### src/rtl/wk_pkg.sv
package wk_pkg;
    localparam int NUM_SRC  = 5;
    localparam int SRC_EXT  = 0;
    localparam int SRC_TMR  = 1;
    localparam int SRC_LOWV = 2;
    localparam int SRC_FIFO = 3;
    localparam int SRC_HOST = 4;

    typedef enum logic [0:0] {
        RD_IDLE = 1'b0,
        RD_SNAP = 1'b1
    } rd_state_e;
endpackage

### src/rtl/wk_edge_sync.sv
module wk_edge_sync #(
    parameter int STAGES = 2
) (
    input  logic clk,
    input  logic rst_n,
    input  logic async_n,
    output logic fall_pls
);
    localparam int TOP = STAGES - 1;

    logic [TOP:0] chain_q;
    logic         hist_q;

    generate
        if (STAGES == 1) begin : g_single
            always_ff @(posedge clk) begin
                if (!rst_n) chain_q <= 1'b1;
                else        chain_q <= async_n;
            end
        end else begin : g_multi
            always_ff @(posedge clk) begin
                if (!rst_n) chain_q <= '1;
                else        chain_q <= {chain_q[TOP-1:0], async_n};
            end
        end
    endgenerate

    always_ff @(posedge clk) begin
        if (!rst_n) hist_q <= 1'b1;
        else        hist_q <= chain_q[TOP];
    end

    assign fall_pls = hist_q & ~chain_q[TOP];
endmodule

### src/rtl/wk_status.sv
module wk_status #(
    parameter int N = 5
) (
    input  logic         clk,
    input  logic         rst_n,
    input  logic [N-1:0] evt,
    input  logic [N-1:0] en,
    input  logic [N-1:0] clr,
    output logic [N-1:0] stat
);
    logic [N-1:0] stat_q;
    logic [N-1:0] stat_d;

    generate
        for (genvar g = 0; g < N; g++) begin : g_bit
            // set has priority over clear
            assign stat_d[g] = (evt[g] & en[g]) | (stat_q[g] & ~clr[g]);
        end
    endgenerate

    always_ff @(posedge clk) begin
        if (!rst_n) stat_q <= '0;
        else        stat_q <= stat_d;
    end

    assign stat = stat_q;
endmodule

### src/rtl/wk_read_fsm.sv
module wk_read_fsm
    import wk_pkg::*;
#(
    parameter int N = 5
) (
    input  logic         clk,
    input  logic         rst_n,
    input  logic         rd_req,
    input  logic [N-1:0] stat,
    output logic         rd_valid,
    output logic [N-1:0] rd_data,
    output logic [N-1:0] clr
);
    rd_state_e    state_q;
    rd_state_e    state_d;
    logic [N-1:0] snap_q;

    always_comb begin
        state_d = state_q;
        unique case (state_q)
            RD_IDLE: if (rd_req) state_d = RD_SNAP;
            RD_SNAP: state_d = RD_IDLE;
            default: state_d = RD_IDLE;
        endcase
    end

    // state register and snapshot
    always_ff @(posedge clk) begin
        if (!rst_n) begin
            state_q <= RD_IDLE;
            snap_q  <= '0;
        end else begin
            state_q <= state_d;
            if (state_q == RD_IDLE && rd_req) snap_q <= stat;
        end
    end

    // outputs
    always_comb begin
        rd_valid = 1'b0;
        clr      = '0;
        unique case (state_q)
            RD_IDLE: ;
            RD_SNAP: begin
                rd_valid = 1'b1;
                clr      = snap_q;
            end
            default: ;
        endcase
    end

    assign rd_data = snap_q;
endmodule

### src/rtl/wk_irq_ctrl.sv
module wk_irq_ctrl
    import wk_pkg::*;
#(
    parameter int SYNC_STAGES = 2,
    localparam int W = NUM_SRC
) (
    input  logic         clk,
    input  logic         rst_n,
    input  logic         ext_int_n,
    input  logic         tmr_evt,
    input  logic         lowv_evt,
    input  logic         fifo_evt,
    input  logic         host_evt,
    input  logic [W-1:0] src_en,
    input  logic         rd_req,
    output logic         irq_n,
    output logic         rd_valid,
    output logic [W-1:0] rd_data
);
    logic         ext_fall;
    logic [W-1:0] evt_vec;
    logic [W-1:0] stat;
    logic [W-1:0] clr;

    wk_edge_sync #(.STAGES(SYNC_STAGES)) u_sync (
        .clk      (clk),
        .rst_n    (rst_n),
        .async_n  (ext_int_n),
        .fall_pls (ext_fall)
    );

    always_comb begin
        evt_vec           = '0;
        evt_vec[SRC_EXT]  = ext_fall;
        evt_vec[SRC_TMR]  = tmr_evt;
        evt_vec[SRC_LOWV] = lowv_evt;
        evt_vec[SRC_FIFO] = fifo_evt;
        evt_vec[SRC_HOST] = host_evt;
    end

    wk_status #(.N(W)) u_stat (
        .clk   (clk),
        .rst_n (rst_n),
        .evt   (evt_vec),
        .en    (src_en),
        .clr   (clr),
        .stat  (stat)
    );

    wk_read_fsm #(.N(W)) u_rd (
        .clk      (clk),
        .rst_n    (rst_n),
        .rd_req   (rd_req),
        .stat     (stat),
        .rd_valid (rd_valid),
        .rd_data  (rd_data),
        .clr      (clr)
    );

    assign irq_n = ~|(stat & src_en);
endmodule

### config.mk
export PLATFORM = sky130hd
export DESIGN_NAME = wk_irq_ctrl
export DESIGN_NICKNAME = d
export VERILOG_FILES = /design/src/rtl/wk_pkg.sv /design/src/rtl/wk_edge_sync.sv /design/src/rtl/wk_status.sv /design/src/rtl/wk_read_fsm.sv /design/src/rtl/wk_irq_ctrl.sv
export SDC_FILE = /design/constraint.sdc
export NUM_CORES = 1
export LEC_CHECK = 0
export ABC_AREA = 1
export CORE_AREA = 2 2 40 42
export DETAILED_ROUTE_END_ITERATION = 12
export DIE_AREA = 0 0 42 44
export PLACE_DENSITY_LB_ADDON = 0.25
export SLEW_MARGIN = 0
export SYNTH_ARGS = -nofsm -noshare
export SYNTH_HDL_FRONTEND = slang
export SYNTH_SLANG_ARGS = --single-unit
### constraint.sdc
create_clock -name clk -period 1.06 [get_ports clk]
set_input_delay 0.212 -clock clk [delete_from_list [all_inputs] [get_ports clk]]
set_output_delay 0.212 -clock clk [all_outputs]
set_load 0.01 [all_outputs]
# Word-level counts from Yosys, hierarchy flattened

Cells that the tools add are included.

Output and inout port bits: 7
Register bits after elaboration: 14
Input bits: 13
Word-level logic and storage cells: 36

Bitwise logic cells: 24
Reductions and logical operators: 3
Muxes and demuxes: 4

Operator list:

| operator                              | count |
|---|---|
| 1-bit AND                             | 11 |
| 1-bit NOT                             | 7 |
| 5-bit AND                             | 1 |
| 5-bit two-way mux                     | 1 |
| 1-bit bitwise OR                      | 5 |
| 5-bit OR reduction                    | 1 |
| 1-bit two-way mux                     | 2 |
| 1-bit one-hot mux with 2 select lines | 1 |
| 1-bit logical AND                     | 1 |
| 1-bit logical NOT                     | 1 |

# Longest topological paths before layout

Gate-level depths: netlist of run 1.

Depth after elaboration: 4
Mapped depth: 5

# Modules after synthesis

Synthesis of run 1 repeated with hierarchy kept, for this count alone.

Cells, all modules: 91
Area, all modules: 585.6 um^2

Modules (own cells, without submodules):

| module       | cells an instance | seq. area each (um^2) | area an instance (um^2) | instances |
|---|---|---|---|---|
| wk_read_fsm  | 46                | 120.1                 | 279.0                   | 1 |
| wk_status    | 26                | 100.1                 | 185.2                   | 1 |
| wk_edge_sync | 11                | 60.1                  | 90.1                    | 1 |
| wk_irq_ctrl  | 8                 | 0.0                   | 31.3                    | 1 |

# Least setup slack after synthesis of run 1

OpenSTA, ideal clock, no wires.

Path type: register to register
Start: reg u_rd.state_q
End: reg u_rd.snap_q[0], in the netlist u_rd.rd_data[0]
Setup slack: 0.219 ns
Data required time: 0.947 ns
Path buffers: 1
Arrival time: 0.728 ns
Cell stages (with the launch flop): 6
Cells stage by stage: dfxtp_1 buf_6 inv_1 nand3_1 nand2_1 nor2_1

Longest elaborated chain between the ends: 2

RTL lines:

| what                   | RTL line          | text |
|---|---|---|
| start, declared        | wk_read_fsm.sv:14 | `rd_state_e state_q;` |
| start signal, assigned | wk_read_fsm.sv:33 | `state_q <= state_d;` |
| 1-bit NOT              | wk_read_fsm.sv:34 | `if (state_q == RD_IDLE && rd_req) snap_q <= stat;` |
| 1-bit logical AND      | wk_read_fsm.sv:34 |  |
| end signal, assigned   | wk_read_fsm.sv:34 |  |
| end, declared          | wk_read_fsm.sv:16 | `logic [N-1:0] snap_q;` |

No other way between the ends.
A chain may end at the register's enable or synchronous reset.

# Worst setup path after layout of run 1

Start: reg u_stat.stat_q[2], in the netlist u_stat.stat[2]
End: out irq_n

Longest elaborated chain between the ends: 3

RTL lines:

| what                   | RTL line          | text |
|---|---|---|
| start, declared        | wk_status.sv:11   | `logic [N-1:0] stat_q;` |
| start signal, assigned | wk_status.sv:23   | `else stat_q <= stat_d;` |
| 5-bit AND              | wk_irq_ctrl.sv:60 | `assign irq_n = ~\|(stat & src_en);` |
| 5-bit OR reduction     | wk_irq_ctrl.sv:60 |  |
| 1-bit logical NOT      | wk_irq_ctrl.sv:60 |  |
| end, declared          | wk_irq_ctrl.sv:16 | `output logic irq_n,` |

No other way between the ends.

==> impl_metrics.ini, run 1 <==
[outcome]
status = complete, but fails checks
violations = setup timing

[sta]
drv_slew = 0
finalCriticalPeriod_ps = 1184
worstMarginPinSlew_ps = 135.7
skew_ps = 4.014
timing.final.hold_violations = 0
slew_headroom_pct = 90.88
min_period_over_period_pct = 111.7
final-setup-viol-count = 1
grt_setup_unrepaired = true
worst_slack_ps = -124.2
fmax_mhz = 844.5

[critical_path]
startpoint_type = flop
r2r-start = u_rd.state_q$_SDFF_PP0_
crit_path_max_incr_delay_ps = 330
r2r_slack_ps = 140
arrival_ps = 970
crit_family = flip-flops
cp_num_buf_inv = 1
crit_chain = nand2_2 > nand3_2 > nor2_1 > buf_2
timing.rr.end = u_rd.rd_data[2]$_SDFFE_PN0P_
worstPathRequired_ps = 850
worstSetupEndpointType = primary output
slowest_stage = dfxtp_2
path_class = reg2out
worstRegToRegCells = 5
crit_fanout = 2

[cells_and_area]
syn2layout_area_growth_pct = 62.50
final_common_cell = nand2_1
drive_gt1_share_pct = 39.66
fill_cells = 135
final_net_count = 130
antenna_cells = 0
mostFrequentLayoutCells = nand2_1, buf_4, nor2_1
postLayoutCoreUtil_pct = 64.20

[synth]
yosys.area.top_type_share_pct = 50.00
yosysWarnings = 0
yosys.area.top_type = dfxtp_1
ys_ff_latch = 14
avgSynthCellArea_um2 = 7.186
yosys-top-cells-area = dfxtp_1, nand2_1, nor2_1, nand3_1, inv_1
yosysSeqAreaShare_pct = 50.00
ys_types = 13
synthCells = 78
syn-num-nets = 91
netlist_area_um2 = 560.5

[power_and_ir_drop]
seqPwrFrac_pct = 48.0
total_power_mw = 1.208
power.share.clock_pct = 32.5
power.density_nw_per_um2 = 1326
leakage_nw = 0.4524
intPower_mw = 0.9070
switching_power_mw = 0.3006
comb_power_share_pct = 19.5
swShare_pct = 24.89
ir_worst_vdd_mv = 0.7625

[cts]
clock_sinks = 14
cts_buffer_depth = 2
clk_pin_slew_ps = 90
root_buffer = clkbuf_4
cts_htree_levels = 1
cts_buffers = 3
insertion_delay_ps = 290
cts_tree = yes

[grt]
grt_pass1_vias = 505
grt_overflow_total = 0
antenna_found_initial = 0
grt_pass1_wl_um = 2070
grt_max_degree = 9
grt_util_all_layers_pct = 14.76

[min_path]
hold_class = in2reg
worstHoldStart = src_en[3]
hold_end = u_stat.stat[3]$_SDFF_PN0_
hold_depth = 3

[drt]
via_per_inst = 4.432
num_vias = 585
drcViolationCount = 0
drt_pass1_iterations = 2
final_antenna_net_count = 0
route.top_layer_used = met4
route.met3.wl_um = 70
wl_met2_um = 591
drtIter0Drc = 7
drt-total-wl_um = 1204
wl_met1_um = 526
wl_per_cell_um = 9.121

[floorplanning]
die_area_um2 = 1848
rows = 14
die_y_um = 44
initial_utilization_pct = 39.51
core-area_um2 = 1419
die_w_um = 42
io_pins = 20

[placement]
pre_cts_ws_ps = -592.2
portBuffers = 19
place.gp.congestion = 0.7791
hpwl_um = 923.9

[flow_run]
drv_cap = 0
## routing by layer
metal  vias to the layer above  track usage, %
met3                         2           2.500
met1                       253           18.30
met4                         0           7.742
li1                        315               -
met5                         -               0
met2                        15           24.69
## cells in the mapped netlist
library cell	n
a21oi_1	4
buf_4	1
buf_6	1
dfxtp_1	14
inv_1	7
inv_2	2
nand2_1	26
nand3_1	7
nor2_1	11
nor2_4	1
nor3_1	1
o21ai_0	1
or2_2	2
## sequential cells by signal (all words and copies together) (netlist names)
name,flops
u_sync.chain_q,2
u_rd.rd_data,5
u_stat.stat,5
u_rd.state_q,1
u_sync.hist_q,1
## worst max-delay path by stage
stage	from	end	cells after the start
after floorplan	u_rd.state_q$_SDFF_PP0_	u_rd.rd_data[0]$_SDFFE_PN0P_	5
after global placement	src_en[2]	irq_n	5
after detailed placement	src_en[2]	irq_n	5
after CTS	u_stat.stat[2]$_SDFF_PN0_	irq_n	4
after global routing	u_stat.stat[1]$_SDFF_PN0_	irq_n	4
final	u_stat.stat[2]$_SDFF_PN0_	irq_n	4
## logic make-up after synthesis
family          after synthesis  share of synthesized area, %
buf+inv                      11                         9.377
simple gates                 48                         36.16
flops                        14                         50.00
compound gates                5                         4.464
## power by group through the flow
stage	Clock, mW	Combinational, mW	Sequential (mW)
2_1_floorplan	0	0.0861	0.597
3_5_place_dp	0	0.249	0.586
5_1_grt	0.420	0.261	0.585
6_report	0.393	0.236	0.580
4_1_cts	0.395	0.235	0.575
3_3_place_gp	0	0.245	0.584
## what timing repair did
item | in CTS | in global routing
setup endpoints to repair | 7 | 7
pin swaps | 3 | 3
setup buffers | 0 | 2
hold endpoints to repair | 0 | 0
hold buffers | 0 | 0
gates resized for setup | 30 | 14
## worst reg2reg max path: stages (launching register included)
cell and delay, ps:
dfxtp_2 320, buf_4 160, inv_1 130, nand3_1 90
nand2_1 60, nor2_1 40
## through the flow
step                TNS [ps]  cell area, um2  instances  hold WS, ps
floorplan                  0           560.5         78        318.6
global placement       -1168           864.6        126        395.0
detailed placement     -1358           864.6        126        403.1
CTS                   -122.2           904.6        130        315.3
global route          -174.3           910.9        132        334.5
finish                -124.2           910.9        132        315.5
## final cells by class
type | instances | area, um2 | share of cell area (%)
tap | 16 | 20.02 | 2.198
inverter | 9 | 33.78 | 3.709
timing repair buffer | 36 | 289.0 | 31.73
multi-input combinational | 53 | 240.2 | 26.37
sequential | 14 | 291.5 | 32.01
clock buffer | 4 | 36.28 | 3.984
No activity file was read; power rests on OpenSTA's default activity.
==> inputs of run 2 (changes only) <==
Settings changed: PLACE_DENSITY set to 0.72, PLACE_DENSITY_LB_ADDON 0.25 to unset.
==> impl_metrics.ini, run 2 (synthesis results as in run 1) <==
[outcome]
status = complete, but fails checks
violations = setup timing

[sta]
fmax_mhz = 853.4
final-setup-viol-count = 1
skew_ps = 1.435
grt_setup_unrepaired = true
fin_setup_tns_ps = -111.8
min_period_over_period_pct = 110.5
hold_slack_ps = 329.7
worst_slack_ps = -111.8
worstMarginPinSlew_ps = 141.9
drv_slew = 0
slew_headroom_pct = 90.52
timing.final.hold_violations = 0
finalCriticalPeriod_ps = 1172

[placement]
dpl_cell_area_um2 = 857.1
place.gp.congestion = 0.7778
placed_cells = 125
portBuffers = 19
hpwl_um = 929.6

[cells_and_area]
final_design_area_no_fill_um2 = 883.3
fill_cells = 125
final_net_count = 128
fin_cells = 130
syn2layout_area_growth_pct = 57.59
final_common_cell = nand2_1
mostFrequentLayoutCells = nand2_1, buf_4, nor2_1
antenna_cells = 0
drive_gt1_share_pct = 38.60

[cts]
clock_sinks = 14
insertion_delay_ps = 280
cts_htree_levels = 1
cts_buffers = 3
cts_tree = yes
clk_pin_slew_ps = 80
holdBufCountCts = 0
root_buffer = clkbuf_4
cts_buffer_depth = 2

[grt]
grt_util_all_layers_pct = 15.06
grt_max_degree = 9
grt_overflow_total = 0
grt_pass1_wl_um = 2049
grt_pass1_vias = 511
antenna_found_initial = 0

[flow_run]
drv_cap = 0

[floorplanning]
io_pins = 20
die_w_um = 42
rows = 14
core-area_um2 = 1419
die_y_um = 44
initial_utilization_pct = 39.51
die_area_um2 = 1848

[critical_path]
arrival_ps = 960
startpoint_type = flop
cp_common_cell = nand2_1
crit_chain = nand2_1 > nand2_1 > nor2_1 > buf_2
crit_fanout = 2
worstSetupEndpointType = primary output
worstPathRequired_ps = 850
path_class = reg2out
slowest_stage = dfxtp_1
crit_path_max_incr_delay_ps = 320

[drt]
drtIter0Drc = 6
wl_per_cell_um = 9.746
final_antenna_net_count = 0
drt-total-wl_um = 1267
drcViolationCount = 0
via_per_inst = 4.492
drt_pass1_iterations = 4
num_vias = 584

[power_and_ir_drop]
leakage_nw = 0.4441
power.density_nw_per_um2 = 1350
ir_worst_vdd_mv = 1.108

[min_path]
hold_class = in2reg
-- run 2: cell count changes in the layout (fill, tap and decap cells not counted) --
| cell | previous run | this run |
|---|---|---|
| clkdlybuf4s15_2 | 2 | 0 |
| buf_2 | 5 | 7 |
| buf_4 | 17 | 15 |
-- run 2: routing by layer --
metal  share of wire (%)  up-vias  track usage (%)
met3                 5.4        2            4.167
met1                  44      259            16.33
li1                    -      308                -
met5                   0        -                0
met2                  50       15            25.94
met4                0.95        0            9.677
-- run 2: worst max-delay path, delay by kind of cell, from the launching register on --
family,cells,cell delay [ps]
flops,1,320
simple gates,3,220
buf+inv,1,140
-- run 2: path summary, 6_finish.rpt --
| check | slack, ps | from | cells after the start | end |
|---|---|---|---|---|
| worst max-delay path | -110 | u_stat.stat[0]$_SDFF_PN0_ | 4 | irq_n |
| worst min-delay path | 330 | src_en[4] | 3 | u_stat.stat[4]$_SDFF_PN0_ |
| worst max register to register | 140 | u_rd.state_q$_SDFF_PP0_ | 5 | u_rd.rd_data[3]$_SDFFE_PN0P_ |
| worst min register to register | 420 | u_sync.chain_q[0]$_SDFF_PN1_ | 1 | u_sync.chain_q[1]$_SDFF_PN1_ |
-- run 2: cell type report --
cell class	instances	area, um2	share of cell area [%]
inverter	9	33.78	3.824
sequential	14	291.5	33.00
timing repair buffer	34	261.5	29.60
tap	16	20.02	2.266
clock buffer	4	36.28	4.108
multi-input combinational	53	240.2	27.20
-- run 2: metrics by stage --
step	setup WS [ps]	power, mW	util, %
after CTS	-146.0	1.196	62.61
after detailed placement	-601.0	0.8318	60.41
after floorplan	219.1	0.6830	-
after global placement	-592.3	0.8258	60.41
after global routing	-162.7	1.255	62.26
final	-111.8	1.192	62.26
-- run 2: what timing repair did --
item	in CTS	in global routing
pin swaps	3	2
resized for setup	32	14
buffers inserted	0	1
endpoints found under the setup margin	7	6
-- run 2: report_power, final --
part	leakage, nW	switching [mW]	internal (mW)	total, mW
sequential	0.119	0.0157	0.563	0.579
combinational	0.304	0.103	0.124	0.227
clock	0.0210	0.177	0.209	0.386
